### config.mk
export PLATFORM = sky130hd
export DESIGN_NAME = shbit_unit
export DESIGN_NICKNAME = d
export VERILOG_FILES = /design/src/rtl/shbit_pkg.sv /design/src/rtl/shbit_ctrl.sv /design/src/rtl/shbit_dp.sv /design/src/rtl/shbit_unit.sv
export SDC_FILE = /design/constraint.sdc
export NUM_CORES = 1
export LEC_CHECK = 0
export BUFFER_PORTS_ARGS = -buffer_cell sky130_fd_sc_hd__buf_4
export CAP_MARGIN = 10
export CORE_AREA = 3 3 93 162
export DETAILED_ROUTE_END_ITERATION = 6
export DIE_AREA = 0 0 96 165
export PLACE_DENSITY = 0.82
export SLEW_MARGIN = 10
export SYNTH_ARGS = -nofsm -noshare
export SYNTH_HDL_FRONTEND = slang
export SYNTH_SLANG_ARGS = --single-unit
### constraint.sdc
create_clock -name clk -period 1.36 [get_ports clk]
set_input_delay 0.34 -clock clk [delete_from_list [all_inputs] [get_ports clk]]
set_output_delay 0.34 -clock clk [all_outputs]
set_load 0.005 [all_outputs]
### src/rtl/shbit_pkg.sv
package shbit_pkg;

  typedef enum logic [2:0] {
    OP_SHL  = 3'd0,
    OP_SHR  = 3'd1,
    OP_TST  = 3'd2,
    OP_FLIP = 3'd3,
    OP_CLR  = 3'd4,
    OP_SET  = 3'd5,
    OP_RSV6 = 3'd6,
    OP_RSV7 = 3'd7
  } op_e;

  typedef enum logic [1:0] {
    BA_KEEP = 2'd0,
    BA_FLIP = 2'd1,
    BA_ZERO = 2'd2,
    BA_ONE  = 2'd3
  } bit_act_e;

  typedef struct packed {
    logic     doShift;
    logic     shiftRight;
    logic     doBit;
    bit_act_e bitAct;
    logic     writeBack;
  } strobe_t;

  localparam int CCR_X = 4;
  localparam int CCR_N = 3;
  localparam int CCR_Z = 2;
  localparam int CCR_V = 1;
  localparam int CCR_C = 0;

endpackage

### src/rtl/shbit_ctrl.sv
module shbit_ctrl
  import shbit_pkg::*;
(
  input  logic       issue,
  input  logic [2:0] opSel,
  output strobe_t    stb
);

  op_e opCode;
  assign opCode = op_e'(opSel);

  always_comb begin
    stb = '0;
    if (issue) begin
      unique case (opCode)
        OP_SHL:  begin stb.doShift = 1'b1; stb.writeBack = 1'b1; end
        OP_SHR:  begin stb.doShift = 1'b1; stb.shiftRight = 1'b1; stb.writeBack = 1'b1; end
        OP_TST:  begin stb.doBit = 1'b1; stb.bitAct = BA_KEEP; end
        OP_FLIP: begin stb.doBit = 1'b1; stb.bitAct = BA_FLIP; stb.writeBack = 1'b1; end
        OP_CLR:  begin stb.doBit = 1'b1; stb.bitAct = BA_ZERO; stb.writeBack = 1'b1; end
        OP_SET:  begin stb.doBit = 1'b1; stb.bitAct = BA_ONE;  stb.writeBack = 1'b1; end
        default: stb = '0;
      endcase
    end
  end

endmodule

### src/rtl/shbit_dp.sv
module shbit_dp
  import shbit_pkg::*;
#(
  parameter int DATA_W = 32,
  parameter int BYTE_W = 8,
  parameter int IMM_W  = 8,
  parameter int QCNT_W = 3
) (
  input  logic              clk,
  input  logic              rstN,
  input  strobe_t           stb,
  input  logic              useImm,
  input  logic              sizeLong,
  input  logic [DATA_W-1:0] operand,
  input  logic [DATA_W-1:0] regVal,
  input  logic [IMM_W-1:0]  immVal,
  output logic [DATA_W-1:0] result,
  output logic              wrEn,
  output logic [4:0]        ccr
);

  localparam int BIT_W  = $clog2(DATA_W);
  localparam int BB_W   = $clog2(BYTE_W);
  localparam int CNT_W  = BIT_W + 1;
  localparam int QMAX   = 1 << QCNT_W;

  logic unusedRegBits;
  assign unusedRegBits = ^regVal[DATA_W-1:CNT_W];

  // shift count selection
  logic [CNT_W-1:0] shCnt;
  logic [QCNT_W-1:0] quickCnt;
  assign quickCnt = immVal[QCNT_W-1:0];
  always_comb begin
    if (useImm)
      shCnt = (quickCnt == '0) ? CNT_W'(QMAX) : CNT_W'(quickCnt);
    else
      shCnt = regVal[CNT_W-1:0];
  end

  // shifters with a guard bit catching the last bit out
  logic [DATA_W:0]        leftExt;
  logic signed [DATA_W:0] rightExt;
  assign leftExt  = {1'b0, operand} << shCnt;
  assign rightExt = $signed({operand, 1'b0}) >>> shCnt;

  logic [DATA_W-1:0] shRes;
  logic              shOut;
  assign shRes = stb.shiftRight ? rightExt[DATA_W:1] : leftExt[DATA_W-1:0];
  assign shOut = stb.shiftRight ? rightExt[0] : leftExt[DATA_W];

  // bit number selection and one-hot mask
  logic [IMM_W-1:0] bitSrc;
  logic [BIT_W-1:0] bitIdx;
  assign bitSrc = useImm ? immVal : regVal[IMM_W-1:0];
  assign bitIdx = sizeLong ? bitSrc[BIT_W-1:0] : BIT_W'(bitSrc[BB_W-1:0]);

  logic [DATA_W-1:0] bitMask;
  genvar g;
  generate
    for (g = 0; g < DATA_W; g++) begin : g_mask
      assign bitMask[g] = (bitIdx == BIT_W'(g));
    end
  endgenerate

  logic oldBit;
  assign oldBit = |(operand & bitMask);

  logic [DATA_W-1:0] bitRes;
  always_comb begin
    unique case (stb.bitAct)
      BA_FLIP: bitRes = operand ^ bitMask;
      BA_ZERO: bitRes = operand & ~bitMask;
      BA_ONE:  bitRes = operand | bitMask;
      default: bitRes = operand;
    endcase
  end

  // next condition codes
  logic [4:0] ccrNext;
  always_comb begin
    ccrNext = ccr;
    if (stb.doShift) begin
      if (shCnt != '0) ccrNext[CCR_X] = shOut;
      ccrNext[CCR_N] = shRes[DATA_W-1];
      ccrNext[CCR_Z] = (shRes == '0);
      ccrNext[CCR_V] = 1'b0;
      ccrNext[CCR_C] = shOut;
    end else if (stb.doBit) begin
      ccrNext[CCR_Z] = ~oldBit;
    end
  end

  always_ff @(posedge clk or negedge rstN) begin
    if (!rstN) begin
      result <= '0;
      wrEn   <= 1'b0;
      ccr    <= '0;
    end else begin
      wrEn <= stb.writeBack;
      ccr  <= ccrNext;
      if (stb.writeBack) result <= stb.doShift ? shRes : bitRes;
    end
  end

endmodule

### src/rtl/shbit_unit.sv
module shbit_unit #(
  parameter int DATA_W = 32,
  parameter int BYTE_W = 8,
  parameter int IMM_W  = 8,
  parameter int QCNT_W = 3
) (
  input  logic              clk,
  input  logic              rstN,
  input  logic              issue,
  input  logic [2:0]        opSel,
  input  logic              useImm,
  input  logic              sizeLong,
  input  logic [DATA_W-1:0] operand,
  input  logic [DATA_W-1:0] regVal,
  input  logic [IMM_W-1:0]  immVal,
  output logic [DATA_W-1:0] result,
  output logic              wrEn,
  output logic [4:0]        ccr
);

  shbit_pkg::strobe_t stb;

  shbit_ctrl u_ctrl (
    .issue (issue),
    .opSel (opSel),
    .stb   (stb)
  );

  shbit_dp #(
    .DATA_W (DATA_W),
    .BYTE_W (BYTE_W),
    .IMM_W  (IMM_W),
    .QCNT_W (QCNT_W)
  ) u_dp (
    .clk      (clk),
    .rstN     (rstN),
    .stb      (stb),
    .useImm   (useImm),
    .sizeLong (sizeLong),
    .operand  (operand),
    .regVal   (regVal),
    .immVal   (immVal),
    .result   (result),
    .wrEn     (wrEn),
    .ccr      (ccr)
  );

endmodule

==> results of run 1 <==
==> through the flow <==
step	setup TNS, ps	utilization [%]	worst slack (ps)	std cells
after global placement	-54850	87.01	-1805	1698
after detailed placement	-60300	87.01	-2007	1698
after floorplan	-44570	-	-1425	1114
after CTS	-42160	95.04	-1448	1735
==> synth_stat cells (8+ instances only) <==
cell type  number  area (um^2)
mux2i_1        77        770.7
a221oi_1        8        70.07
mux4_2         27        608.1
o22ai_1        25        156.4
inv_1          80        300.3
dfrtp_1        37        925.9
a21oi_1        81        405.4
clkbuf_1       55        206.5
buf_2          16        80.08
ha_1           96         1201
nand2_1       144        540.5
nand3_1        24        120.1
nor2_1         99        371.6
a211oi_1       82        615.6
a22oi_1        21        157.7
nor4_1         12        75.07
o211ai_1       11        82.58
o221ai_1       11        96.34
nor3_1         19        95.09
o21ai_0        50        250.2
==> kinds of logic after synthesis <==
| logic type | share of synthesized area (%) |
|---|---|
| compound gates | 29.47 |
| simple gates | 17.60 |
| buf+inv | 8.681 |
| mux | 18.62 |
| fa+ha+maj | 14.44 |
| flops | 11.13 |
| other cells | 0.04509 |
==> layer usage <==
metal  GRT overflow  track usage, %
met5              1           35.76
met4            229           99.22
met3             12           68.00
met2            624           114.5
met1             15           82.70
==> timing repair <==
item,CTS
pin swaps,52
setup buffers,27
cloned,2
resized for setup,178
endpoints found under the setup margin,36
==> results.sh, run 1 <==
export IMPL_outcome="stopped before the end"
export IMPL_flow_stopped_at="global routing (5_1_grt)"
export IMPL_run_stop_error="[ERROR GRT-0116] Global routing finished with congestion. Check the congestion regions in the DRC Viewer."
export IMPL_clock_root_buffer="clkbuf_16"
export IMPL_grt_first_pass_wirelength_um=108800
export IMPL_postSynthCellCount=1114
export IMPL_yosysWarningCount=0
export IMPL_placement_cell_area_um2=12100
export IMPL_seq_total_area_yosys_pct=11.13
export IMPL_cts_made_buffers=5
export IMPL_ys_types=72
export IMPL_maximum_number_of_pins_on_one_net_before_global_route_repair=38
export IMPL_chipHeight_um=165
export IMPL_synth_enable_flop_cells=0
export IMPL_die_w_um=96
export IMPL_number_of_global_route_vias_before_repair=16790
export IMPL_cts_sinks=37
export IMPL_place_gp_congestion=1.594
export IMPL_synth_seq_cells=37
export IMPL_row_count=57
export IMPL_syn_nets=1290
export IMPL_track_usage_pct=90.23
export IMPL_htree_num_levels=2
export IMPL_syn_area_per_cell_um2=7.466
export IMPL_synth_cell_area_um2=8317
export IMPL_count_of_buffers_inserted_at_the_top_level_ports=87
export IMPL_post_cts_hold_buffer_count=0
export IMPL_dp_final_hpwl_um=37290
export IMPL_dominantRegCellSynth="dfrtp_1"
export IMPL_floorplan_io_pins=118
export IMPL_clock_tree_buffer_depth=2
export IMPL_postSynth_asyncResetShare_pct=100.0
export IMPL_start_util_pct=59.80
export IMPL_total_gr_overflow=881
==> run 2, diff against run 1 <==
--- a/config.mk
+++ b/config.mk
@@ -7,10 +7,10 @@
 export LEC_CHECK = 0
 export BUFFER_PORTS_ARGS = -buffer_cell sky130_fd_sc_hd__buf_4
 export CAP_MARGIN = 10
-export CORE_AREA = 3 3 93 162
+export CORE_AREA = 3 3 149 151
 export DETAILED_ROUTE_END_ITERATION = 6
-export DIE_AREA = 0 0 96 165
-export PLACE_DENSITY = 0.82
+export DIE_AREA = 0 0 152 154
+export PLACE_DENSITY_LB_ADDON = 0.15
 export SLEW_MARGIN = 10
 export SYNTH_ARGS = -nofsm -noshare
 export SYNTH_HDL_FRONTEND = slang
==> run 2 against run 1 <==
  * The flow now finishes, with violations (negative setup slack)
  * Synthesized cell count unchanged
  * Synthesized area unchanged
==> results.sh, run 2 <==
export IMPL_internal_mw=5.696
export IMPL_net_switching_power_mw=4.612
export IMPL_yosys_area_share_simple_pct=17.60
export IMPL_post_synthesis_cell_type_with_the_largest_combined_area="ha_1"
export IMPL_clock_root_buffer="clkbuf_16"
export IMPL_wl_per_cell_um=29.25
export IMPL_power_share_switching_pct=44.74
export IMPL_max_cap_viol_count=0
export IMPL_postLayoutSetupSlackWorst_ps=-1619
export IMPL_start_util_pct=39.69
export IMPL_postSynth_asyncResetShare_pct=100.0
export IMPL_ys_types=72
export IMPL_power_leakage_nw=7.592
export IMPL_critPathMaxFanout=10
export IMPL_largest_registers="u_dp.result (32), u_dp.ccr (4), u_dp.wrEn (1)"
export IMPL_compound_gate_portion_of_the_synthesized_area_pct=29.47
export IMPL_mostFrequentLayoutCells="buf_4 (534), nand2_1 (109), ha_1 (80)"
export IMPL_p_seq_share_pct=13.5
export IMPL_mostFrequentLayoutCell="buf_4"
export IMPL_routed_wire_length_um=57330
export IMPL_setup_worst_path_start_class="input port"
export IMPL_synth_cell_area_um2=8317
export IMPL_worst_endpoint_arrival_ps=3170
export IMPL_synth_top_cells_by_count="nand2_1 (144), nor2_1 (99), ha_1 (96), a211oi_1 (82), a21oi_1 (81)"
export IMPL_floorplan_io_pins=118
export IMPL_placement_cell_area_um2=12940
export IMPL_routed_via_count=13120
export IMPL_timing_final_setup_violations=36
export IMPL_top_register="u_dp.result"
export IMPL_antenna_found_initial=1
export IMPL_maximum_number_of_pins_on_one_net_before_global_route_repair=54
export IMPL_timing_worst_setup_path_type="input port to flip-flop"
export IMPL_cp_num_buf_inv=7
export IMPL_finalSetupTns_ps=-45400
export IMPL_report_final_hold_viol_count=0
export IMPL_syn_nets=1290
export IMPL_track_usage_pct=42.36
export IMPL_postSynthCellCount=1114
export IMPL_setup_repair_after_global_routing_missed_its_margin="true"
export IMPL_clock_tree_buffer_depth=2
export IMPL_seq_total_area_yosys_pct=11.13
export IMPL_timing_critical_path_cells="buf_16 > buf_4 > mux2i_4 > buf_12 > buf_6 > nor2_4 > buf_6 > nand2_2 > inv_1 > ha_1 > nor4_1 > buf_4 > nand4_1 > nor2_1 > nand2_2 > o21ai_1 > a221oi_1 > o31ai_2"
export IMPL_tightest_slew_ps=647.9
export IMPL_final_area_um2=16130
export IMPL_layout_overhead_on_the_synthesized_area_pct=93.95
export IMPL_first_iter_violations=1764
export IMPL_antenna_violating_nets_post_route=0
export IMPL_detailedRoute_firstPassIterationCount=6
export IMPL_synthDominantCellAreaShare_pct=14.44
export IMPL_grt_first_pass_wirelength_um=76030
export IMPL_floorplan_die_area_um2=23410
export IMPL_yosysWarningCount=0
export IMPL_timing_rr_end="u_dp.ccr[2]"
export IMPL_worstSetupEndpointType="flip-flop"
export IMPL_post_cts_hold_buffer_count=0
export IMPL_place_gp_congestion=1.106
export IMPL_xor_xnor_portion_of_the_synthesized_cell_area_pct=0
export IMPL_chipHeight_um=154
export IMPL_max_reg_flops=32
export IMPL_synth_seq_cells=37
export IMPL_number_of_global_route_vias_before_repair=11990
export IMPL_reg2reg_from="u_dp.ccr[2]"
export IMPL_worst_clock_skew_ps=0
export IMPL_power_clock_fraction_pct=11.4
export IMPL_total_gr_overflow=0
export IMPL_dp_final_hpwl_um=40990
export IMPL_yosys_mux_area_fraction_pct=18.62
export IMPL_count_of_buffers_inserted_at_the_top_level_ports=87
export IMPL_violations="negative setup slack"
export IMPL_coreArea_um2=20960
export IMPL_htree_num_levels=2
export IMPL_maxSlewHeadroom_pct=56.54
export IMPL_combinational_group_share_of_total_power_pct=75.1
export IMPL_worstPathRequired_ps=1550
export IMPL_cts_made_buffers=5
export IMPL_achievable_frequency_mhz=335.7
export IMPL_vdd_drop_max_mv=0.4876
export IMPL_drv_slew=0
export IMPL_die_w_um=152
export IMPL_cts_sinks=37
export IMPL_main_combinational_cell_family_by_area_after_synthesis="compound AO/OA/AOI/OAI gates"
export IMPL_post_route_period_util_pct=219.0
export IMPL_critPathTopFamily="simple AND/OR/NAND/NOR gates"
export IMPL_rr_worst_depth=4
export IMPL_tritoncts="done"
export IMPL_syn_area_per_cell_um2=7.466
export IMPL_nets=1860
export IMPL_dominantRegCellSynth="dfrtp_1"
export IMPL_clk_transition_reported_paths_ps=50
export IMPL_r2r_setup_slack_ps=240
export IMPL_timing_final_crit_period_ps=2979
export IMPL_preCtsSetupSlack_ps=-2026
export IMPL_synth_enable_flop_cells=0
export IMPL_total_power_mw=10.31
export IMPL_drc=0
export IMPL_row_count=53
export IMPL_hold_path_class="input port to asynchronous set/reset pin"
export IMPL_p_per_area_nw_per_um2=639.1
export IMPL_path_depth=18
export IMPL_worstSkewPairLatency_ps=280
export IMPL_antenna_diode_count=0
export IMPL_crit_slowest_cell="nor4_1"
export IMPL_netlist_top_cells_area="ha_1 (14%), dfrtp_1 (11%), mux2i_1 (9.3%)"
export IMPL_synth_adder_area_share_pct=14.44
export IMPL_outcome="finished with violations"
export IMPL_critical_path_max_stage_delay_ps=390
export IMPL_fraction_of_layout_cells_with_a_size_suffix_above_1_pct=60.42
export IMPL_route_detailed_vias_per_inst=6.691
export IMPL_synthMostInstantiatedCell="nand2_1"
==> run 2: layer usage <==
layer	track usage, %	vias up	wire (um)
li1	-	5306	-
met1	52.61	6176	19700
met2	68.23	1217	24530
met3	10.05	414	7390
met4	22.69	2	5705
met5	0	-	10
==> run 2: layout make-up <==
cell class / count / area, um^2
inverter: 80 / 300.3
timing repair buffer: 648 / 5608
multi-input combinational: 912 / 8800
fill: 1411 / 4825
tap: 275 / 344.1
clock inverter: 2 / 13.76
sequential: 37 / 925.9
clock buffer: 6 / 138.9
==> run 2: repair_timing <==
item / in CTS / in global routing
setup buffers: 53 / 42
pin swaps: 134 / 138
resized for setup: 324 / 217
gates cloned: 7 / 0
endpoints found under the setup margin: 37 / 37
hold endpoints to repair: 0 / 0
==> run 2: power by group through the flow <==
stage	Sequential, mW	Combinational (mW)	Clock, mW
final	1.40	7.74	1.17
after global routing	1.42	7.94	1.22
after CTS	1.39	6.67	1.18
after detailed placement	1.41	5.62	0
after global placement	1.40	5.59	0
after floorplan	1.41	2.33	0
==> run 2: through the flow <==
| stage | utilization (%) | hold WS, ps | std cells |
|---|---|---|---|
| 2_1_floorplan | - | 44.41 | 1114 |
| 3_3_place_gp | 61.77 | 316.8 | 1872 |
| 3_5_place_dp | 61.77 | 329.5 | 1872 |
| 4_1_cts | 71.34 | 35.79 | 1930 |
| 5_1_grt | 76.98 | 58.33 | 1960 |
| 6_report | 76.98 | 17.92 | 1960 |
==> run 2: cell families after synthesis <==
kind of cell,Yosys count
buffers and inverters,168
multiplexers,115
other,1
adder cells (fa/ha/maj),96
flip-flops,37
AND/OR/NAND/NOR,336
AO/OA/AOI/OAI,361
==> run 2: worst max path at each step <==
stage               startpoint     endpoint  slack, ps
finish                  useImm  u_dp.ccr[2]      -1620
global route            useImm  u_dp.ccr[2]      -1690
CTS                     useImm  u_dp.ccr[2]      -1350
detailed placement      useImm  u_dp.ccr[2]      -2030
global placement        useImm  u_dp.ccr[2]      -2070
floorplan               useImm  u_dp.ccr[2]      -1420
==> run 2: worst register-to-register path, cell delays in order (launching register included) <==
cell and delay, ps:
dfrtp_1 410, nand2_1 70, o21ai_1 60, a221oi_1 340, o31ai_2 110
Power figures use the tool's default switching activity.
==> run 3, diff against run 2 <==
--- a/config.mk
+++ b/config.mk
@@ -7,11 +7,12 @@
 export LEC_CHECK = 0
 export BUFFER_PORTS_ARGS = -buffer_cell sky130_fd_sc_hd__buf_4
 export CAP_MARGIN = 10
-export CORE_AREA = 3 3 149 151
+export CORE_AREA = 3 3 150 152
 export DETAILED_ROUTE_END_ITERATION = 6
-export DIE_AREA = 0 0 152 154
+export DIE_AREA = 0 0 153 155
 export PLACE_DENSITY_LB_ADDON = 0.15
 export SLEW_MARGIN = 10
 export SYNTH_ARGS = -nofsm -noshare
 export SYNTH_HDL_FRONTEND = slang
+export SYNTH_HIERARCHICAL = 1
 export SYNTH_SLANG_ARGS = --single-unit
==> run 3 against run 2 <==
  * The flow still finishes with violations (negative setup slack)
  * Sequential power about the same
  * Combinational power down 5.9%
  * Clock skew unchanged
  * Largest cell class unchanged
  * Highest routed layer unchanged
==> results.sh, run 3 <==
export IMPL_synth_top_cells_by_count="nand2_1 (127), nor2_1 (118), a21oi_1 (96), ha_1 (96), inv_1 (73)"
export IMPL_seq_total_area_yosys_pct=11.01
export IMPL_drv_slew=0
export IMPL_dominantRegCellSynth="dfrtp_1"
export IMPL_power_leakage_nw=7.043
export IMPL_synth_cell_area_um2=8413
export IMPL_row_count=53
export IMPL_netlist_top_cells_area="ha_1 (14%), dfrtp_1 (11%), mux2i_1 (7.7%)"
export IMPL_violations="negative setup slack"
export IMPL_timing_final_setup_violations=36
export IMPL_worstSetupEndpointType="flip-flop"
export IMPL_clk_transition_reported_paths_ps=60
export IMPL_synth_seq_cells=37
export IMPL_clock_root_buffer="clkbuf_16"
export IMPL_setup_repair_after_global_routing_missed_its_margin="true"
export IMPL_route_detailed_vias_per_inst=6.206
export IMPL_antenna_violating_nets_post_route=0
export IMPL_synthMostInstantiatedCell="nand2_1"
export IMPL_top_register="u_dp/result"
export IMPL_timing_final_crit_period_ps=3186
export IMPL_gr_max_usage_layer="met2"
export IMPL_achievable_frequency_mhz=313.9
export IMPL_number_of_global_route_vias_before_repair=11410
export IMPL_mostFrequentLayoutCell="buf_4"
export IMPL_antenna_diode_count=0
export IMPL_routed_wire_length_um=52340
export IMPL_postSynth_asyncResetShare_pct=100.0
export IMPL_crit_slowest_cell="or4_4"
export IMPL_worstPathRequired_ps=1550
export IMPL_dp_final_hpwl_um=41770
export IMPL_max_cap_viol_count=0
export IMPL_floorplan_io_pins=118
export IMPL_timing_critical_path_cells="buf_12 > buf_8 > mux2_4 > buf_12 > buf_6 > mux2i_1 > a221oi_2 > o21ai_1 > o221ai_2 > or4_4 > or3_4 > o31ai_2"
export IMPL_coreArea_um2=21150
export IMPL_setup_worst_path_start_class="input port"
export IMPL_maxSlewHeadroom_pct=34.30
export IMPL_total_gr_overflow=0
export IMPL_wl_per_cell_um=27.16
export IMPL_start_util_pct=39.77
export IMPL_place_gp_congestion=1.155
export IMPL_synthDominantCellAreaShare_pct=14.28
export IMPL_hold_slack_ps=18.08
export IMPL_p_per_area_nw_per_um2=674.9
export IMPL_clock_tree_buffer_depth=2
export IMPL_syn_nets=1322
export IMPL_routed_via_count=11960
export IMPL_grt_met3_usage_pct=9.124
export IMPL_cts_made_buffers=5
export IMPL_vdd_drop_max_mv=0.4787
export IMPL_grtUsageMet2_pct=66.22
export IMPL_hold_path_class="input port to asynchronous set/reset pin"
export IMPL_critical_path_max_stage_delay_ps=590
export IMPL_r2r_setup_slack_ps=510
export IMPL_yosysWarningCount=6
export IMPL_mostFrequentLayoutCells="buf_4 (526), nand2_1 (107), nor2_1 (106)"
export IMPL_postLayoutSetupSlackWorst_ps=-1826
export IMPL_worst_clock_skew_ps=0
export IMPL_maximum_number_of_pins_on_one_net_before_global_route_repair=67
export IMPL_report_final_hold_viol_count=0
export IMPL_largest_registers="u_dp/result (32), u_dp/ccr (4), u_dp/wrEn (1)"
export IMPL_layout_overhead_on_the_synthesized_area_pct=77.19
export IMPL_critPathMaxFanout=8
export IMPL_htree_num_levels=2
export IMPL_grt_first_pass_wirelength_um=75130
export IMPL_tritoncts="done"
export IMPL_detailedRoute_firstPassIterationCount=6
export IMPL_post_route_period_util_pct=234.3
export IMPL_postSynthCellCount=1146
export IMPL_chipHeight_um=155
export IMPL_max_reg_flops=32
export IMPL_fraction_of_layout_cells_with_a_size_suffix_above_1_pct=52.60
export IMPL_outcome="finished with violations"
export IMPL_synth_enable_flop_cells=0
export IMPL_use_met1_pct=54.61
export IMPL_cpMostUsedCell="buf_12"
export IMPL_fin_util_pct=70.47
export IMPL_cts_sinks=37
export IMPL_count_of_buffers_inserted_at_the_top_level_ports=87
export IMPL_timing_worst_setup_path_type="input port to flip-flop"
export IMPL_worstSkewPairLatency_ps=280
export IMPL_first_iter_violations=1232
export IMPL_post_synthesis_cell_type_with_the_largest_combined_area="ha_1"
export IMPL_track_usage_pct=41.87
export IMPL_ys_types=74
export IMPL_nets=1827
export IMPL_tightest_slew_ps=985.5
export IMPL_floorplan_die_area_um2=23720
export IMPL_drc=0
export IMPL_antenna_found_initial=1
export IMPL_worst_endpoint_arrival_ps=3380
export IMPL_die_w_um=153
export IMPL_syn_area_per_cell_um2=7.341
-- run 3: changes by cell type after synthesis, sizes merged, moves of 9 or more --
| cell | previous run | this run |
|---|---|---|
| nor2 | 101 | 119 |
| a22o | 6 | 22 |
| o21ai | 53 | 65 |
| a22oi | 21 | 12 |
| o22ai | 25 | 14 |
| nand2 | 144 | 127 |
| a21oi | 81 | 96 |
| a221oi | 9 | 18 |
| mux2i | 80 | 69 |
| a211oi | 82 | 65 |
-- run 3: path summary, 6_finish.rpt --
check	startpoint	to	cells past startpoint
worst max-delay path	useImm	u_dp/ccr[2]	12
worst min-delay path	rstN	u_dp/result[0]	1
min in group clk	u_dp/ccr[4]	u_dp/ccr[4]	2
worst max register to register	u_dp/ccr[2]	u_dp/ccr[2]	2
worst min register to register	u_dp/ccr[4]	u_dp/ccr[4]	2
max in group asynchronous	rstN	u_dp/result[17]	1
-- run 3: report_power, final --
group	internal, mW	switching [mW]	total (mW)
sequential	1.30	0.128	1.43
combinational	3.47	3.81	7.28
clock	0.914	0.442	1.36
-- run 3: cell type report --
type | instances | area, um^2
inverters | 74 | 277.8
clock buffers | 6 | 138.9
well taps | 275 | 344.1
flip-flops and latches | 37 | 925.9
repair buffers | 595 | 4960
clock inverters | 2 | 37.54
fillers | 1661 | 6247
multi-input cells | 938 | 8223
-- run 3: timing repair --
action,CTS,global route
pin swaps,61,64
setup endpoints to repair,36,36
buffers inserted,36,18
cloned,2,1
hold buffers,0,0
resized for setup,230,77
-- run 3: critical path, delay by kind of cell --
family          cells  cell delay (ps)
mux                 2              750
simple gates        2              970
buf+inv             4              600
compound gates      4              690
-- run 3: metrics by stage --
step           power, mW  setup WS (ps)  std cells  area [um^2]  setup TNS (ps)
2_1_floorplan      3.976          -1741       1146         8792          -44610
3_3_place_gp       7.297          -2245       1871        12830          -69860
3_5_place_dp       7.347          -2320       1871        12830          -71490
4_1_cts            9.504          -1763       1913        14410          -48830
5_1_grt            10.43          -1833       1927        14910          -53740
6_report           10.06          -1826       1927        14910          -51160
-- run 3: per-layer routing --
metal	share of wire, %	wire length (um)
met3	11	5568
met5	0.023	12
met2	43	22570
met4	7.0	3642
met1	39	20550
-- run 3: cells by family after synthesis --
logic type | synth area share [%]
compound gates | 30.19
xor+xnor | 0.1041
simple gates | 18.74
other cells | 0.04457
mux | 17.25
fa+ha+maj | 14.28
buf+inv | 8.388
flops | 11.01
